$ cat src/rtl/stpt_pkg.sv
`timescale 1ns/1ps
package stpt_pkg;

    localparam int REG_W = 64;
    localparam int ENC_W = 16;
    localparam int SYN_W = 6;

    typedef enum logic [1:0] {
        LVL0 = 2'd0,
        LVL1 = 2'd1,
        LVL2 = 2'd2,
        LVL3 = 2'd3
    } exc_level_e;

    typedef enum logic [1:0] {
        GATE_ALLOW = 2'd0,
        GATE_UNDEF = 2'd1,
        GATE_TRAP  = 2'd2
    } gate_e;

    typedef struct packed {
        logic [1:0] op0;
        logic [2:0] op1;
        logic [3:0] crn;
        logic [3:0] crm;
        logic [2:0] op2;
    } sysreg_enc_t;

    localparam sysreg_enc_t CTL_ENC = '{op0: 2'b11, op1: 3'b111, crn: 4'b1110,
                                        crm: 4'b0010, op2: 3'b001};

    localparam logic [SYN_W-1:0] TRAP_SYNDROME = 6'h18;

    typedef struct packed {
        logic imask;
        logic enable;
    } ctl_t;

    // Privilege decision; the order of the tests sets priority.
    function automatic gate_e classify(exc_level_e el, logic el3_present,
                                       logic ns, logic eel2, logic st);
        gate_e g;
        g = GATE_UNDEF;
        if (el3_present) begin
            case (el)
                LVL3:    g = GATE_ALLOW;
                LVL1: begin
                    if (ns)        g = GATE_UNDEF;
                    else if (eel2) g = GATE_UNDEF;
                    else if (!st)  g = GATE_TRAP;
                    else           g = GATE_ALLOW;
                end
                default: g = GATE_UNDEF;
            endcase
        end
        return g;
    endfunction

    function automatic logic [REG_W-1:0] pack_ctl(ctl_t c, logic istatus);
        logic [REG_W-1:0] r;
        r    = '0;
        r[0] = c.enable;
        r[1] = c.imask;
        r[2] = istatus;
        return r;
    endfunction

    function automatic ctl_t unpack_ctl(logic [REG_W-1:0] d);
        ctl_t c;
        c.enable = d[0];
        c.imask  = d[1];
        return c;
    endfunction

endpackage

$ cat src/rtl/stpt_access_gate.sv
`timescale 1ns/1ps
module stpt_access_gate
    import stpt_pkg::*;
(
    input  logic [1:0] cur_el,
    input  logic       el3_present,
    input  logic       scr_ns,
    input  logic       scr_eel2,
    input  logic       scr_st,
    output gate_e      gate
);

    always_comb begin
        gate = classify(exc_level_e'(cur_el), el3_present, scr_ns, scr_eel2, scr_st);
    end

endmodule

$ cat src/rtl/stpt_downcounter.sv
`timescale 1ns/1ps
module stpt_downcounter #(
    parameter int CW = 16
) (
    input  logic                 clk,
    input  logic                 rst,
    input  logic                 load,
    input  logic signed [CW-1:0] load_val,
    output logic signed [CW-1:0] value
);

    localparam logic signed [CW-1:0] STEP = CW'(1);

    always_ff @(posedge clk) begin
        if (rst) begin
            value <= '0;
        end else if (load) begin
            value <= load_val;
        end else begin
            value <= value - STEP;
        end
    end

endmodule

$ cat src/rtl/stpt_ctl_reg.sv
`timescale 1ns/1ps
module stpt_ctl_reg
    import stpt_pkg::*;
#(
    parameter int CW = 16
) (
    input  logic                 clk,
    input  logic                 rst,
    input  logic                 wr_en,
    input  ctl_t                 wr_ctl,
    input  logic signed [CW-1:0] tval,
    output ctl_t                 ctl,
    output logic                 istatus,
    output logic                 irq
);

    logic cond_met;

    always_comb begin
        cond_met = tval[CW-1] || (tval == '0);
        istatus  = ctl.enable && cond_met;
    end

    always_ff @(posedge clk) begin
        if (rst) begin
            ctl <= '0;
            irq <= 1'b0;
        end else begin
            if (wr_en) begin
                ctl <= wr_ctl;
            end
            irq <= ctl.enable && istatus && !ctl.imask;
        end
    end

endmodule

$ cat src/rtl/stpt_timer_ctl.sv
`timescale 1ns/1ps
module stpt_timer_ctl
    import stpt_pkg::*;
#(
    parameter int CW = 16
) (
    input  logic                 clk,
    input  logic                 rst,
    input  logic                 acc_valid,
    input  logic                 acc_write,
    input  logic [ENC_W-1:0]     acc_enc,
    input  logic [REG_W-1:0]     acc_wdata,
    input  logic [1:0]           cur_el,
    input  logic                 el3_present,
    input  logic                 scr_ns,
    input  logic                 scr_eel2,
    input  logic                 scr_st,
    input  logic                 tval_load,
    input  logic signed [CW-1:0] tval_load_val,
    output logic signed [CW-1:0] tval_o,
    output logic                 acc_ok,
    output logic                 acc_undef,
    output logic                 acc_trap,
    output logic [SYN_W-1:0]     trap_syndrome,
    output logic [REG_W-1:0]     rd_data,
    output logic                 timer_irq
);

    gate_e gate;
    ctl_t  ctl;
    logic  istatus;
    logic  enc_hit;
    logic  grant;
    logic  wr_en;
    logic  ctl_en;
    logic  ctl_im;

    stpt_access_gate u_gate (
        .cur_el      (cur_el),
        .el3_present (el3_present),
        .scr_ns      (scr_ns),
        .scr_eel2    (scr_eel2),
        .scr_st      (scr_st),
        .gate        (gate)
    );

    stpt_downcounter #(.CW(CW)) u_cnt (
        .clk      (clk),
        .rst      (rst),
        .load     (tval_load),
        .load_val (tval_load_val),
        .value    (tval_o)
    );

    always_comb begin
        enc_hit = acc_valid && (acc_enc == CTL_ENC);
        grant   = enc_hit && (gate == GATE_ALLOW);
        wr_en   = grant && acc_write;
        ctl_en  = ctl.enable;
        ctl_im  = ctl.imask;
    end

    stpt_ctl_reg #(.CW(CW)) u_ctl (
        .clk     (clk),
        .rst     (rst),
        .wr_en   (wr_en),
        .wr_ctl  (unpack_ctl(acc_wdata)),
        .tval    (tval_o),
        .ctl     (ctl),
        .istatus (istatus),
        .irq     (timer_irq)
    );

    always_ff @(posedge clk) begin
        if (rst) begin
            acc_ok        <= 1'b0;
            acc_undef     <= 1'b0;
            acc_trap      <= 1'b0;
            trap_syndrome <= '0;
            rd_data       <= '0;
        end else begin
            acc_ok        <= grant;
            acc_undef     <= enc_hit && (gate == GATE_UNDEF);
            acc_trap      <= enc_hit && (gate == GATE_TRAP);
            trap_syndrome <= (enc_hit && (gate == GATE_TRAP)) ? TRAP_SYNDROME : '0;
            rd_data       <= (grant && !acc_write) ? pack_ctl(ctl, istatus) : '0;
        end
    end

endmodule

$ cat config.mk
export PLATFORM = sky130hd
export DESIGN_NAME = stpt_timer_ctl
export DESIGN_NICKNAME = d
export VERILOG_FILES = /design/src/rtl/stpt_pkg.sv /design/src/rtl/stpt_access_gate.sv /design/src/rtl/stpt_downcounter.sv /design/src/rtl/stpt_ctl_reg.sv /design/src/rtl/stpt_timer_ctl.sv
export SDC_FILE = /design/constraint.sdc
export NUM_CORES = 1
export LEC_CHECK = 0
export BUFFER_PORTS_ARGS = -buffer_cell sky130_fd_sc_hd__buf_2
export CAP_MARGIN = 40
export CORE_MARGIN = 4
export CORE_UTILIZATION = 35
export CTS_BUF_LIST = sky130_fd_sc_hd__clkbuf_16
export DETAILED_ROUTE_END_ITERATION = 16
export GPL_ROUTABILITY_DRIVEN = 0
export GPL_TIMING_DRIVEN = 0
export PLACE_DENSITY = 0.81
export SLEW_MARGIN = 0
export SYNTH_ARGS = -nofsm -noshare
export SYNTH_HDL_FRONTEND = slang
export SYNTH_SLANG_ARGS = --single-unit
export TNS_END_PERCENT = 5
$ cat constraint.sdc
create_clock -name clk -period 2.1 [get_ports clk]
set_input_delay 0.42 -clock clk [delete_from_list [all_inputs] [get_ports clk]]
set_output_delay 0.42 -clock clk [all_outputs]
set_load 0.02 [all_outputs]
==> metrics.md <==
| Metric | Value |
|---|---|
| Outcome | finished clean |
| Later-pin clock latency in the skew report | approximately 260 ps |
| Die Wd | 80.1 um |
| Nets | around 470 |
| Initial DRC Count | 97 |
| Register bit total from synthesis | 25 |
| Leak | 1.44 nW |
| Reg2Reg Launch Point | u_cnt.value[0] |
| Critical Path Fanout Max | 8 |
| Area post-placement | 2490 sq um |
| Sw Share | about 34% |
| Crit path cell chain | inv_1, ha_1, or3b_2, buf_2, nor2_1, a211oi_1, a2111oi_2 |
| Footprint of the multi-input gates | 958 sq um |
| Routed via count | 1760 |
| Final Cycle Share | 92.1% |
| Cell count after synthesis | roughly 220 |
| Hold Crit Depth | 2 |
| WHS | approximately 370 ps |
| Pin count of the biggest net entering global routing | 16 |
| Most common cell after layout, fill and taps aside | buf_2 |
| # rows | 25 |
| Hold EP | acc_undef |
| YS warnings | 0 |
| Min-Delay Startpoint | cur_el[0] |
| Area contributors post-synth | buf_4, dfxtp_1, a21oi_1 |
| CTS buffer count | 3 |
| Clock power share | ~29% |
| CP arrival | 2100 ps |
| Post-synth top area share | 27.6% |
| Synth Cell Area | 1820 sq um |
| Library cells used by synthesis | 44 |
| Clock Pin Slew Worst Setup and Hold Paths | around 70 ps |
| CTS hold repair buffers | 0 |
| H-tree depth | 1 |
| R2R cell count | 7 |
| WL final | approximately 4700 um |
| Min-delay worst type | primary input to flip-flop |
| WP data required | 2260 ps |
| CP endpoint kind | flip-flop |
| Reg power frac | a little over a third |
| Detailed placement HPWL | 3950 um |
| Port bufs | 69 |
| Vias per cell | 4.14 |
| ANT nets after route | 0 |
| Max-slew violations | 0 |
| FF/Latch Area | approximately 500 sq um |
| Most frequent cells in the layout | buf_2, buf_4, conb_1 |
| Clock Tree Buf Depth | 2 |
| Setup CP Type | flip-flop to flip-flop |
| Congestion Overflow GR | 0 |
| Routed wire per std cell | around 11 um |
| Post-route cell area | 2590 sq um |
| Min Tclk post-route | 1930 ps |
| Main synth FF type | dfxtp_1 |
| I/O pin cnt | 197 |
| CTS tree | done |
| Placed Cells | 421 |
| Initial antenna violation count | 0 |
| Largest area contributor in the netlist | buf_4 |
| Die area | 6420 sq um |
| TritonRoute pass-1 iters | 4 |
| Die height | 80.1 um |
| Logic gate share of total power | about a third |
| Clk sink count | 25 |
| Max-Cap Viols | 0 |
| CP bufs+invs | 2 |
| Final hold violations | 0 |
| Top Family by Delay on Critical Path | simple AND/OR/NAND/NOR gates |
| CORE AREA | 4880 sq um |
| Mean Syn Cell Area | slightly above 8 sq um |
| Worst R2R End | u_cnt.value[14] |
| Root Buffer Master | clkbuf_16 |
| Reg2reg setup slack | 170 ps |
| Critical Path Source Type | flip-flop |
| Worst Clk Skew | about 2.8 ps |
| Switching pwr | ~0.5 mW |
| Crit-path slowest cell | or3b_2 |
| EDFF count, synth | 0 |
| Synthesis-to-layout area growth | 42.0% |
| Fmax achieved | roughly 520 MHz |
| Residual DRC | 0 |
| GRT Util Overall | between 10% and 20% |
| Register area share after synthesis | a little over a quarter |
| # setup viols final | 0 |
| Power per cell area | 570 nW/um^2 |
| First-pass GRT wire length | 7490 um |
| # diodes | 0 |
| Max IR drop VDD | 281 uV |
| Int Power | 0.976 mW |
| Post-synthesis async set-or-reset flop share | 0% |
| Starting Density | 37.3% |
| Tot Pwr | 1.47 mW |
| Crit-path max cell delay | 460 ps |
| Filler Cells Inserted | approximately 480 |
| Final Non-Filler Cells | between 400 and 500 |
| Number of global-route vias before repair | roughly 1700 |
| Share of cells above drive strength 1 | between 40 and 50% |
==> power by group through the flow <==
stage | Clock, mW | Combinational (mW) | Sequential (mW)
final | 0.433 | 0.510 | 0.532
after global routing | 0.469 | 0.556 | 0.536
after CTS | 0.437 | 0.500 | 0.531
after detailed placement | 0 | 0.498 | 0.542
after global placement | 0 | 0.490 | 0.540
after floorplan | 0 | 0.360 | 0.570
==> cells by family (layout without fill, tap and decap cells) <==
family,after synthesis,in the layout,share of synthesized area (%)
xor gates and xnor gates,7,7,3.37
and+or+nand+nor,59,59,19.5
adders and majority gates,1,1,0.687
muxes,1,1,0.549
AOI/OAI and AO/OA,39,39,14.4
other,1,65,0.206
DFF,25,25,27.5
buffers and inverters,88,161,33.8
==> how the worst max path moves through the flow <==
stage	depth (start not counted)	slack [ps]	end	start
CTS	7	50	rd_data[2]	u_cnt.value[0]
finish	7	170	u_cnt.value[14]	u_cnt.value[0]
global placement	7	140	rd_data[2]	u_cnt.value[0]
detailed placement	7	70	rd_data[2]	u_cnt.value[0]
global route	7	-1	rd_data[2]	u_cnt.value[1]
floorplan	7	250	u_cnt.value[12]	u_cnt.value[0]
==> Yosys cell counts (4+ instances only) <==
master,n
nand4_1,4
o21ai_0,5
inv_1,12
a21oi_1,12
xor2_1,5
nor3_1,10
o21a_1,5
buf_4,67
dfxtp_1,25
nor2_1,15
or3_1,4
buf_2,5
==> per-layer routing <==
layer  GRT usage, %  share of wire, %
met5              0                 0
met4           3.04              0.77
met3           4.48                12
met2           25.1                46
met1           17.4                41
==> area by class of cell <==
| cell class | instances | area share [%] |
|---|---|---|
| repair buffers | 69 | 13.4 |
| inverters | 12 | 1.74 |
| multi-input cells | 172 | 37.1 |
| plain buffers | 76 | 22.1 |
| flip-flops and latches | 25 | 19.4 |
| clock buffers | 3 | 2.90 |
| clock inverters | 1 | 0.290 |
| well taps | 67 | 3.24 |
==> metrics by stage <==
step	setup WS [ps]	TNS, ps	utilization, %
3_3_place_gp	137	0	51.1
6_report	166	0	53.0
5_1_grt	-1.05	-1.05	53.0
2_1_floorplan	251	0	-
3_5_place_dp	66.3	0	51.1
4_1_cts	50.1	0	52.7
==> state kept, by name (all words and copies together) (netlist names) <==
register,count
u_cnt.value,16
acc_undef,1
trap_syndrome,1
u_ctl.ctl,2
rd_data,3
u_ctl.irq,1
acc_ok,1
==> repair_timing <==
action / 4_1_cts / 5_1_grt
setup endpoints to repair: 0 / 1
gates resized for setup: 0 / 2
setup buffers: 0 / 0
No activity file was read; power rests on OpenSTA's default activity.
